`config.mk`:
```
export PLATFORM = sky130hd
export DESIGN_NAME = poly_resampler
export DESIGN_NICKNAME = d
export VERILOG_FILES = /design/src/rtl/rs_pkg.sv /design/src/rtl/rs_phase_ctrl.sv /design/src/rtl/rs_tapline.sv /design/src/rtl/rs_mac.sv /design/src/rtl/poly_resampler.sv
export SDC_FILE = /design/constraint.sdc
export NUM_CORES = 2
export LEC_CHECK = 0
export ABC_AREA = 0
export ABC_CLOCK_PERIOD_IN_PS = 23400
export CAP_MARGIN = 20
export CORE_ASPECT_RATIO = 0.75
export CORE_MARGIN = 3
export CORE_UTILIZATION = 55
export DETAILED_ROUTE_END_ITERATION = 16
export DONT_BUFFER_PORTS = 1
export PLACE_DENSITY = 0.7
export SLEW_MARGIN = 15
export SYNTH_ARGS = -nofsm -noshare
export SYNTH_HDL_FRONTEND = slang
export SYNTH_SLANG_ARGS = --single-unit
export TNS_END_PERCENT = 10
```
`constraint.sdc`:
```
create_clock -name clk -period 23.4 [get_ports clk]
set_input_delay 3.51 -clock clk [delete_from_list [all_inputs] [get_ports clk]]
set_output_delay 3.51 -clock clk [all_outputs]
set_load 0.01 [all_outputs]
```
`src/rtl/rs_pkg.sv`:
```
package rs_pkg;

    localparam int DEF_L  = 5;
    localparam int DEF_M  = 3;
    localparam int DEF_N  = 4;
    localparam int DEF_DW = 16;
    localparam int DEF_CF = 15;

    typedef logic signed [15:0] coef_t;
    typedef logic signed [63:0] wide_t;

    // prototype low-pass, index i = phase + tap * L
    localparam coef_t DEF_COEF [DEF_L*DEF_N] = '{
        -16'sd400,  -16'sd1200, -16'sd1800, -16'sd1400,  16'sd0,
         16'sd3600,  16'sd9000,  16'sd16000, 16'sd23000, 16'sd32000,
         16'sd32000, 16'sd23000, 16'sd16000, 16'sd9000,  16'sd3600,
         16'sd0,    -16'sd1400, -16'sd1800, -16'sd1200, -16'sd400
    };

    // round half up by sh bits, then clamp to an ow-bit signed range
    function automatic wide_t round_sat(wide_t a, int unsigned sh, int unsigned ow);
        wide_t r;
        wide_t hi;
        wide_t lo;
        hi = (64'sd1 <<< (ow - 1)) - 64'sd1;
        lo = -(64'sd1 <<< (ow - 1));
        if (sh == 0) r = a;
        else         r = (a + (64'sd1 <<< (sh - 1))) >>> sh;
        if (r > hi)      r = hi;
        else if (r < lo) r = lo;
        return r;
    endfunction

endpackage

```
`src/rtl/rs_phase_ctrl.sv`:
```
module rs_phase_ctrl #(
    parameter int L  = rs_pkg::DEF_L,
    parameter int M  = rs_pkg::DEF_M,
    parameter int PW = $clog2(L + M + 1)
) (
    input  logic          clk,
    input  logic          rst,
    input  logic          accept,
    output logic          fire,
    output logic [PW-1:0] phase
);

    localparam logic [PW-1:0] L_W = PW'(L);
    localparam logic [PW-1:0] M_W = PW'(M);

    logic [PW-1:0] ph_q;
    logic [PW-1:0] ph_d;

    // ph_q holds n*M - k*L for the next result n and the newest sample k
    assign fire  = (ph_q < L_W);
    assign phase = fire ? ph_q : '0;

    always_comb begin
        ph_d = ph_q;
        if (fire)   ph_d = ph_d + M_W;
        if (accept) ph_d = ph_d - L_W;
    end

    always_ff @(posedge clk) begin
        if (rst) ph_q <= L_W;
        else     ph_q <= ph_d;
    end

endmodule

```
`src/rtl/rs_tapline.sv`:
```
module rs_tapline #(
    parameter int N  = rs_pkg::DEF_N,
    parameter int DW = rs_pkg::DEF_DW
) (
    input  logic                 clk,
    input  logic                 rst,
    input  logic                 shift,
    input  logic signed [DW-1:0] din,
    output logic signed [DW-1:0] taps [N]
);

    logic signed [DW-1:0] tap_q [N];

    always_ff @(posedge clk) begin
        if (rst)        tap_q[0] <= '0;
        else if (shift) tap_q[0] <= din;
    end

    for (genvar j = 1; j < N; j++) begin : g_stage
        always_ff @(posedge clk) begin
            if (rst)        tap_q[j] <= '0;
            else if (shift) tap_q[j] <= tap_q[j-1];
        end
    end

    for (genvar j = 0; j < N; j++) begin : g_out
        assign taps[j] = tap_q[j];
    end

endmodule

```
`src/rtl/rs_mac.sv`:
```
module rs_mac #(
    parameter int L  = rs_pkg::DEF_L,
    parameter int N  = rs_pkg::DEF_N,
    parameter int DW = rs_pkg::DEF_DW,
    parameter int PW = 4,
    parameter int AW = 2 * DW + $clog2(N) + 1,
    parameter rs_pkg::coef_t COEF [L*N] = rs_pkg::DEF_COEF
) (
    input  logic                 [PW-1:0] phase,
    input  logic signed          [DW-1:0] taps [N],
    output logic signed          [AW-1:0] acc
);

    localparam int PRW = 2 * DW;

    logic signed [PRW-1:0] prod [N];

    for (genvar j = 0; j < N; j++) begin : g_tap
        rs_pkg::coef_t c_sel;
        always_comb begin
            c_sel = '0;
            for (int p = 0; p < L; p++) begin
                if (phase == PW'(p)) c_sel = COEF[p + j*L];
            end
        end
        assign prod[j] = PRW'(taps[j]) * PRW'(c_sel);
    end

    always_comb begin
        acc = '0;
        for (int j = 0; j < N; j++) begin
            acc = acc + AW'(prod[j]);
        end
    end

endmodule

```
`src/rtl/poly_resampler.sv`:
```
module poly_resampler #(
    parameter int L  = rs_pkg::DEF_L,
    parameter int M  = rs_pkg::DEF_M,
    parameter int N  = rs_pkg::DEF_N,
    parameter int DW = rs_pkg::DEF_DW,
    parameter int CF = rs_pkg::DEF_CF,
    parameter rs_pkg::coef_t COEF [L*N] = rs_pkg::DEF_COEF
) (
    input  logic                 clk,
    input  logic                 rst,
    input  logic                 samp_en,
    input  logic signed [DW-1:0] samp_in,
    output logic                 samp_taken,
    output logic signed [DW-1:0] y_out,
    output logic                 y_en
);

    localparam int PW = $clog2(L + M + 1);
    localparam int AW = 2 * DW + $clog2(N) + 1;

    logic                 fire;
    logic [PW-1:0]        phase;
    logic signed [DW-1:0] taps [N];
    logic signed [AW-1:0] acc;
    rs_pkg::wide_t        rnd;

    logic                 taken_q;
    logic                 yen_q;
    logic signed [DW-1:0] y_q;

    rs_phase_ctrl #(.L(L), .M(M), .PW(PW)) u_phase (
        .clk    (clk),
        .rst    (rst),
        .accept (samp_en),
        .fire   (fire),
        .phase  (phase)
    );

    rs_tapline #(.N(N), .DW(DW)) u_taps (
        .clk   (clk),
        .rst   (rst),
        .shift (samp_en),
        .din   (samp_in),
        .taps  (taps)
    );

    rs_mac #(.L(L), .N(N), .DW(DW), .PW(PW), .AW(AW), .COEF(COEF)) u_mac (
        .phase (phase),
        .taps  (taps),
        .acc   (acc)
    );

    assign rnd = rs_pkg::round_sat(64'(acc), CF, DW);

    always_ff @(posedge clk) begin
        if (rst) begin
            taken_q <= 1'b0;
            yen_q   <= 1'b0;
            y_q     <= '0;
        end else begin
            taken_q <= samp_en;
            yen_q   <= fire;
            if (fire) y_q <= DW'(rnd);
        end
    end

    assign samp_taken = taken_q;
    assign y_en       = yen_q;
    assign y_out      = y_q;

endmodule

```
# == Yosys cells after proc, flatten, opt, wreduce, memory -nomap -nowiden ==
# Memory sizes are Yosys's and may differ from the RTL's.
# Cells that the tools add are included.
# op_classes
bitwise_logic,4
eq_ne,4
multipliers,4
n_mux,33
n_reduce_logical,1
n_lt_le_gt_ge,3
addsub,6
# op_table
operator,count
16-bit 2-to-1 mux,15
16-bit by 16-bit multiplier with 32-bit output,4
15-bit 2-to-1 mux,7
35-bit by 16-bit adder with 36-bit output (second input constant),1
35-bit by 32-bit adder with 35-bit output,1
33-bit by 32-bit adder with 34-bit output,1
32-bit by 32-bit adder with 33-bit output,1
14-bit 2-to-1 mux,2
21-bit by 16-bit greater-than comparator with 1-bit output (second input constant),1
21-bit by 16-bit less-than comparator with 1-bit output (second input constant),1
12-bit 2-to-1 mux,1
4-bit 2-to-1 mux,3
4-bit by 2-bit equality test with 1-bit output (second input constant),2
1-bit 2-to-1 mux,5
4-bit by 2-bit adder with 4-bit output (second input constant),1
4-bit by 1-bit equality test with 1-bit output (second input constant),1
4-bit by 3-bit equality test with 1-bit output (second input constant),1
4-bit logical NOT,1
4-bit by 3-bit less-than comparator with 1-bit output (second input constant),1
1-bit OR,4
4-bit by 3-bit subtractor with 4-bit output (second input constant),1
# word_totals
word_cells,60
register_bits,22
n_memories,1
ramBits,64
# mem_list
name,words,word_bits,read_ports,rd_ports_with_merged_regs,wr,line,rtl
u_taps.tap_q,4,16,4,0,4,rs_tapline.sv:12,logic signed [DW-1:0] tap_q [N];

# == Depth between registers and ports, before layout ==
# depth
depth_word,16
mapped_depth,68

# == By module ==
# Synthesis repeated with hierarchy kept, for this count alone.
# unflattened
cells_unflattened,3563
hier_area_um2,35459.0
# modules_own_cells
mod,area_per_inst_um2,cells_per_inst,instances,seq_area_each_um2
rs_mac,31227.4,3242,1,0.0
rs_tapline,2601.2,143,1,1921.8
poly_resampler,1313.8,143,1,360.3
rs_phase_ctrl,316.6,35,1,80.1

# == Worst setup path before layout ==
# OpenSTA, ideal clock, no wires.
# synth_timing
path_type,register to register
start,reg u_phase.ph_q[1]
end,reg y_q[14] (netlist: y_out[14])
synth_period_minus_slack_ns,14.686
setup_ns,0.060
slack_ns,8.714
stages_incl_launch_ff,60
t_arrival_ns,14.627
path_cell_list,dfxtp_1 buf_4 inv_1 ha_1 nor2b_1 or2_2 clkbuf_1 inv_1 clkbuf_1 clkbuf_1 ha_1 nor4_1 or2_2 clkbuf_1 clkbuf_1 clkbuf_1 nand2_1 fa_1 [24 not listed] fa_1 ha_1 clkbuf_1 a21oi_1 o21ai_0 a21oi_1 a2bb2oi_1 a21oi_1 or2_1 clkbuf_1 a221oi_1 xnor2_1 clkbuf_1 mux2_2 o22ai_1 and2_1 clkbuf_2 a221o_1
# synth_via
elab_chain_cells,16
elab_cells_between_ends,38
classes_between,add/sub: 4; mul: 4; order compare: 3; eq/ne: 4; mux: 22; reduce/logical: 1
# synth_lines
item,line,rtl
"start, declared",rs_phase_ctrl.sv:16,logic [PW-1:0] ph_q;
"start signal, assigned",rs_phase_ctrl.sv:31,else ph_q <= ph_d;
4-bit by 3-bit less-than comparator with 1-bit output (*),rs_phase_ctrl.sv:20,assign fire = (ph_q < L_W);
via fire,poly_resampler.sv:21,logic fire;
4-bit 2-to-1 mux,rs_phase_ctrl.sv:21,assign phase = fire ? ph_q : '0;
4-bit logical NOT,rs_mac.sv:23,if (phase == PW'(p)) c_sel = COEF[p + j*L];
16-bit 2-to-1 mux / 12-bit 2-to-1 mux (equally long branches),rs_mac.sv:23,
16-bit 2-to-1 mux / 14-bit 2-to-1 mux (equally long branches) (2 in a row),rs_mac.sv:23,
16-bit 2-to-1 mux / 15-bit 2-to-1 mux (equally long branches) (2 in a row),rs_mac.sv:23,
16-bit by 16-bit multiplier with 32-bit output,rs_mac.sv:26,assign prod[j] = PRW'(taps[j]) * PRW'(c_sel);
32-bit by 32-bit adder with 33-bit output,rs_mac.sv:32,acc = acc + AW'(prod[j]);
33-bit by 32-bit adder with 34-bit output,rs_mac.sv:32,
35-bit by 32-bit adder with 35-bit output,rs_mac.sv:32,
35-bit by 16-bit adder with 36-bit output,rs_pkg.sv:28,else r = (a + (64'sd1 <<< (sh - 1))) >>> sh;
21-bit by 16-bit less-than comparator with 1-bit output,rs_pkg.sv:30,else if (r < lo) r = lo;
16-bit 2-to-1 mux,rs_pkg.sv:30,
16-bit 2-to-1 mux,rs_pkg.sv:29,if (r > hi) r = hi;
"end signal, assigned",poly_resampler.sv:63,if (fire) y_q <= DW'(rnd);
"end, declared",poly_resampler.sv:29,logic signed [DW-1:0] y_q;
# Mark *: on every way through the listed nets, which the timed path passes. The rest lies on a longest branch.
# A chain may end at the register's enable or synchronous reset.

# == Final worst setup path ==
# layout_timing
start,reg u_phase.ph_q[1]
end,reg y_q[7] (netlist: y_out[7])
# layout_via
elab_chain_cells,16
elab_cells_between_ends,38
classes_between,add/sub: 4; mul: 4; order compare: 3; eq/ne: 4; mux: 22; reduce/logical: 1
# layout_lines
item,line
4-bit by 3-bit less-than comparator with 1-bit output,rs_phase_ctrl.sv:20
4-bit 2-to-1 mux,rs_phase_ctrl.sv:21
4-bit logical NOT,rs_mac.sv:23
16-bit 2-to-1 mux / 12-bit 2-to-1 mux (equally long branches),rs_mac.sv:23
16-bit 2-to-1 mux / 14-bit 2-to-1 mux (equally long branches) (2 in a row),rs_mac.sv:23
16-bit 2-to-1 mux / 15-bit 2-to-1 mux (equally long branches) (2 in a row),rs_mac.sv:23
16-bit by 16-bit multiplier with 32-bit output,rs_mac.sv:26
32-bit by 32-bit adder with 33-bit output,rs_mac.sv:32
33-bit by 32-bit adder with 34-bit output,rs_mac.sv:32
35-bit by 32-bit adder with 35-bit output,rs_mac.sv:32
35-bit by 16-bit adder with 36-bit output,rs_pkg.sv:28
21-bit by 16-bit less-than comparator with 1-bit output,rs_pkg.sv:30
16-bit 2-to-1 mux,rs_pkg.sv:30
16-bit 2-to-1 mux,rs_pkg.sv:29
# Parallel ways exist; a longest one is shown, timed or not.

==> impl_summary.md <==
Outcome
The run finished with clean final reports.

Global routing
The initial antenna violation count is 1. The first global-routing pass estimated 147,000 µm of wire. The number of global-route vias before repair is 26,000.

Entering global routing, the biggest net connects 67 pins. The overall track demand over capacity in global routing is 28.2%. The total overflow left after global routing is 0.

Synthesis
Counting flops with a built-in enable in the synthesized netlist gives 64. The number of synthesis warnings is 0. The post-synthesis net count is 4,919. After synthesis, the largest area contributor takes up 49.6% of total cell area. The biggest area consumer among synthesized cells is fa_1. In this run, synthesis produced a sequential element count of 86. The count of cell types in the netlist is 78. The primary flip-flop cell chosen by synthesis mapping is edfxtp_1. The average cell area after synthesis is 9.68 µm².

The cell count after synthesis is 3,681. The sequential area share after synthesis is 6.63%. In the post-synthesis netlist, the biggest area contributors are fa_1, ha_1, inv_1. The share of flip-flops with an asynchronous set or reset is 0%. Summing every instance area after synthesis gives 35,600 µm².

Setup path
For the worst setup path, the data required time is 23,740 ps. Of all nets on the critical path, the largest fanout is 38. Data arrives at the worst endpoint at 17,290 ps.

The worst setup path is launched from a flip-flop. The cell with the largest stage delay on the worst path is xnor2_1. The library cell appearing most often on the critical path is fa_1. The kind of capture point of the worst setup path is a flip-flop. In this design, the stage delay of the slowest critical-path cell is 820 ps. The type of the worst setup path is flip-flop to flip-flop.

Clock network
The clock reaches the later pin of the worst-skew pair after 400 ps. The sink count of the clock tree is 86. The post-CTS setup-driven buffer insertion count is 0. Gates resized during post-CTS repair numbered 0. In this run the clock root is driven by a clkbuf_16. The H-tree generated during clock tree synthesis spans 3 levels. The clock-pin slew on the worst setup and hold paths is 80 ps.

The number of buffers created by CTS is 9. The deepest clock path buffer count is 2. The number of buffers inserted for hold repair after clock tree synthesis is 0. TritonCTS built the clock tree.

Floorplan
The floorplan step set the die height to 226 µm. The die footprint is 67,900 µm². For this design the top-level I/O count stands at 37. The region available for standard cell placement spans 63,900 µm². The floorplan step set the die width to 300 µm.

The initial cell density of the core is 55.8%. In this run the core area contains 80 standard-cell rows.

Placement
After legalization and detailed placement, the total HPWL measured 73,700 µm. Buffers placed on the I/O ports in this run total 0. The congestion estimate from routability-driven global placement came to 0.923.

STA
The post-route minimum period is 16,950 ps. Headroom to the max-slew limit came out at 28.3%. On the final layout, the worst clock skew is 9.88 ps. The final count of negative-setup-slack endpoints is 0. The setup total negative slack is 0 ps. The highest attainable clock frequency is 59.0 MHz.

The portion of the clock cycle consumed by the worst path in the final layout is 72.4%. The number of max-slew violations in the final report is 0. The final number of hold-violating endpoints came to 0. The worst-margin pin slew is 1070 ps. Setup repair after global routing left no endpoint under its margin.

Finish
0 antenna diodes ended up in the layout. Cells with a size suffix above 1 make up 2.20% of the layout. In the final design database the tool counted 4,825 nets.

The leading cell type in the layout, fill and taps excluded is inv_1. The layout filler cell count is 5,574. Compared with the post-synthesis result, the final layout area differs by 3.23%. In the layout the commonest cells are inv_1, fa_1, ha_1, nand2_1, and2_1.

Run
Max-cap violations in this run came to 0.

Routing
The DRC violations left is 0. The count of routing violations after the opening detailed-route iteration is 2,026. The detailed-route via count is 23,900. The routed wire length is 87,800 µm. In this run the remaining antenna-violating nets after routing total 0. For this run, the detailed router's first-pass iteration total came to 6.

The detailed-route vias per instance is 5.36. The average wire per standard cell is 19.7 µm.

Worst hold path
The path class of the tightest hold or removal check is flip-flop to flip-flop.
## kinds of logic (layout without fill, tap and decap cells)
logic type / Yosys count / in the layout / synth area share, %
adder cells (fa/ha/maj): 1219 / 1219 / 61.4
flip-flops: 86 / 86 / 6.63
AO/OA/AOI/OAI: 217 / 217 / 4.22
AND/OR/NAND/NOR: 908 / 908 / 13.4
XOR/XNOR: 75 / 75 / 1.89
multiplexers: 2 / 2 / 0.0597
other: 1 / 1 / 0.0105
buffers and inverters: 1173 / 1084 / 12.4
## sequential cells by signal, summed over array words and instances (netlist names)
signal,cells
samp_taken,1
u_phase.ph_q,4
y_out,16
y_en,1
u_taps.tap_q,64
## critical path: cells and delay by family (launching register included)
kind / cells / cell delay (ps)
adder cells (fa/ha/maj): 15 / 6560
AND/OR/NAND/NOR: 11 / 3870
AO/OA/AOI/OAI: 10 / 3160
buffers and inverters: 8 / 1330
XOR/XNOR: 2 / 990
flip-flops: 1 / 500
multiplexers: 1 / 420
## final timing paths
path	cells past startpoint	startpoint	slack, ps	to
worst max-delay path	47	u_phase.ph_q[1]$_SDFF_PP0_	6450	y_out[7]$_SDFFE_PP0N_
worst min register to register	1	y_out[8]$_SDFFE_PP0N_	570	y_out[8]$_SDFFE_PP0N_
worst max register to register	47	u_phase.ph_q[1]$_SDFF_PP0_	6450	y_out[7]$_SDFFE_PP0N_
worst min-delay path	1	y_out[8]$_SDFFE_PP0N_	570	y_out[8]$_SDFFE_PP0N_
## cell type report
cell class	count	area [µm²]	share of cell area, %
Clock inverter	5	46.3	0.126
Multi-Input combinational cell	2422	28900	78.6
Inverter	1042	3910	10.6
Timing Repair Buffer	26	195	0.531
Clock buffer	11	264	0.718
Sequential cell	86	2360	6.42
Tap cell	861	1080	2.93
## through the flow
stage                     worst slack (ps)  hold slack (ps)  utilization, %  std cells  area (µm²)
after floorplan                       8710              470               -       3681       35600
after global placement                7190              550            57.1       4437       36500
after detailed placement              6710              554            57.1       4437       36500
after CTS                             6620              573            57.6       4453       36800
after global routing                  5240              586            57.6       4453       36800
final                                 6450              567            57.6       4453       36800
## layer usage
metal	share of wire [%]	global-route usage, %	vias to the layer above	wire, µm
met5	0	0	-	0
met4	3.1	8.17	0	2700
met3	8.5	4.83	134	7490
met2	45	43.8	994	39400
met1	44	41.2	12100	38300
li1	-	-	10700	-
## cells in the mapped netlist, drive strengths merged, types with 3 or more instances
master and count:
a211o 5, a211oi 7, a21boi 3, a21o 19, a21oi 52, a221o 10, a221oi 3, a31oi 9
a32oi 5, and2 189, and3 134, and4 8, buf 9, clkbuf 122, dfxtp 22, edfxtp 64
fa 883, ha 336, inv 1042, nand2 324, nand2b 47, nand3 17, nand4 8, nor2 59
nor2b 77, nor3 16, nor4 4, nor4b 3, o2111ai 3, o211ai 10, o21a 11, o21ai 48
o31ai 7, or2 10, or3 5, xnor2 55, xor2 20
Power is not shown: default switching activity piles up to over one toggle a cycle in this logic, so the estimate is an artifact.
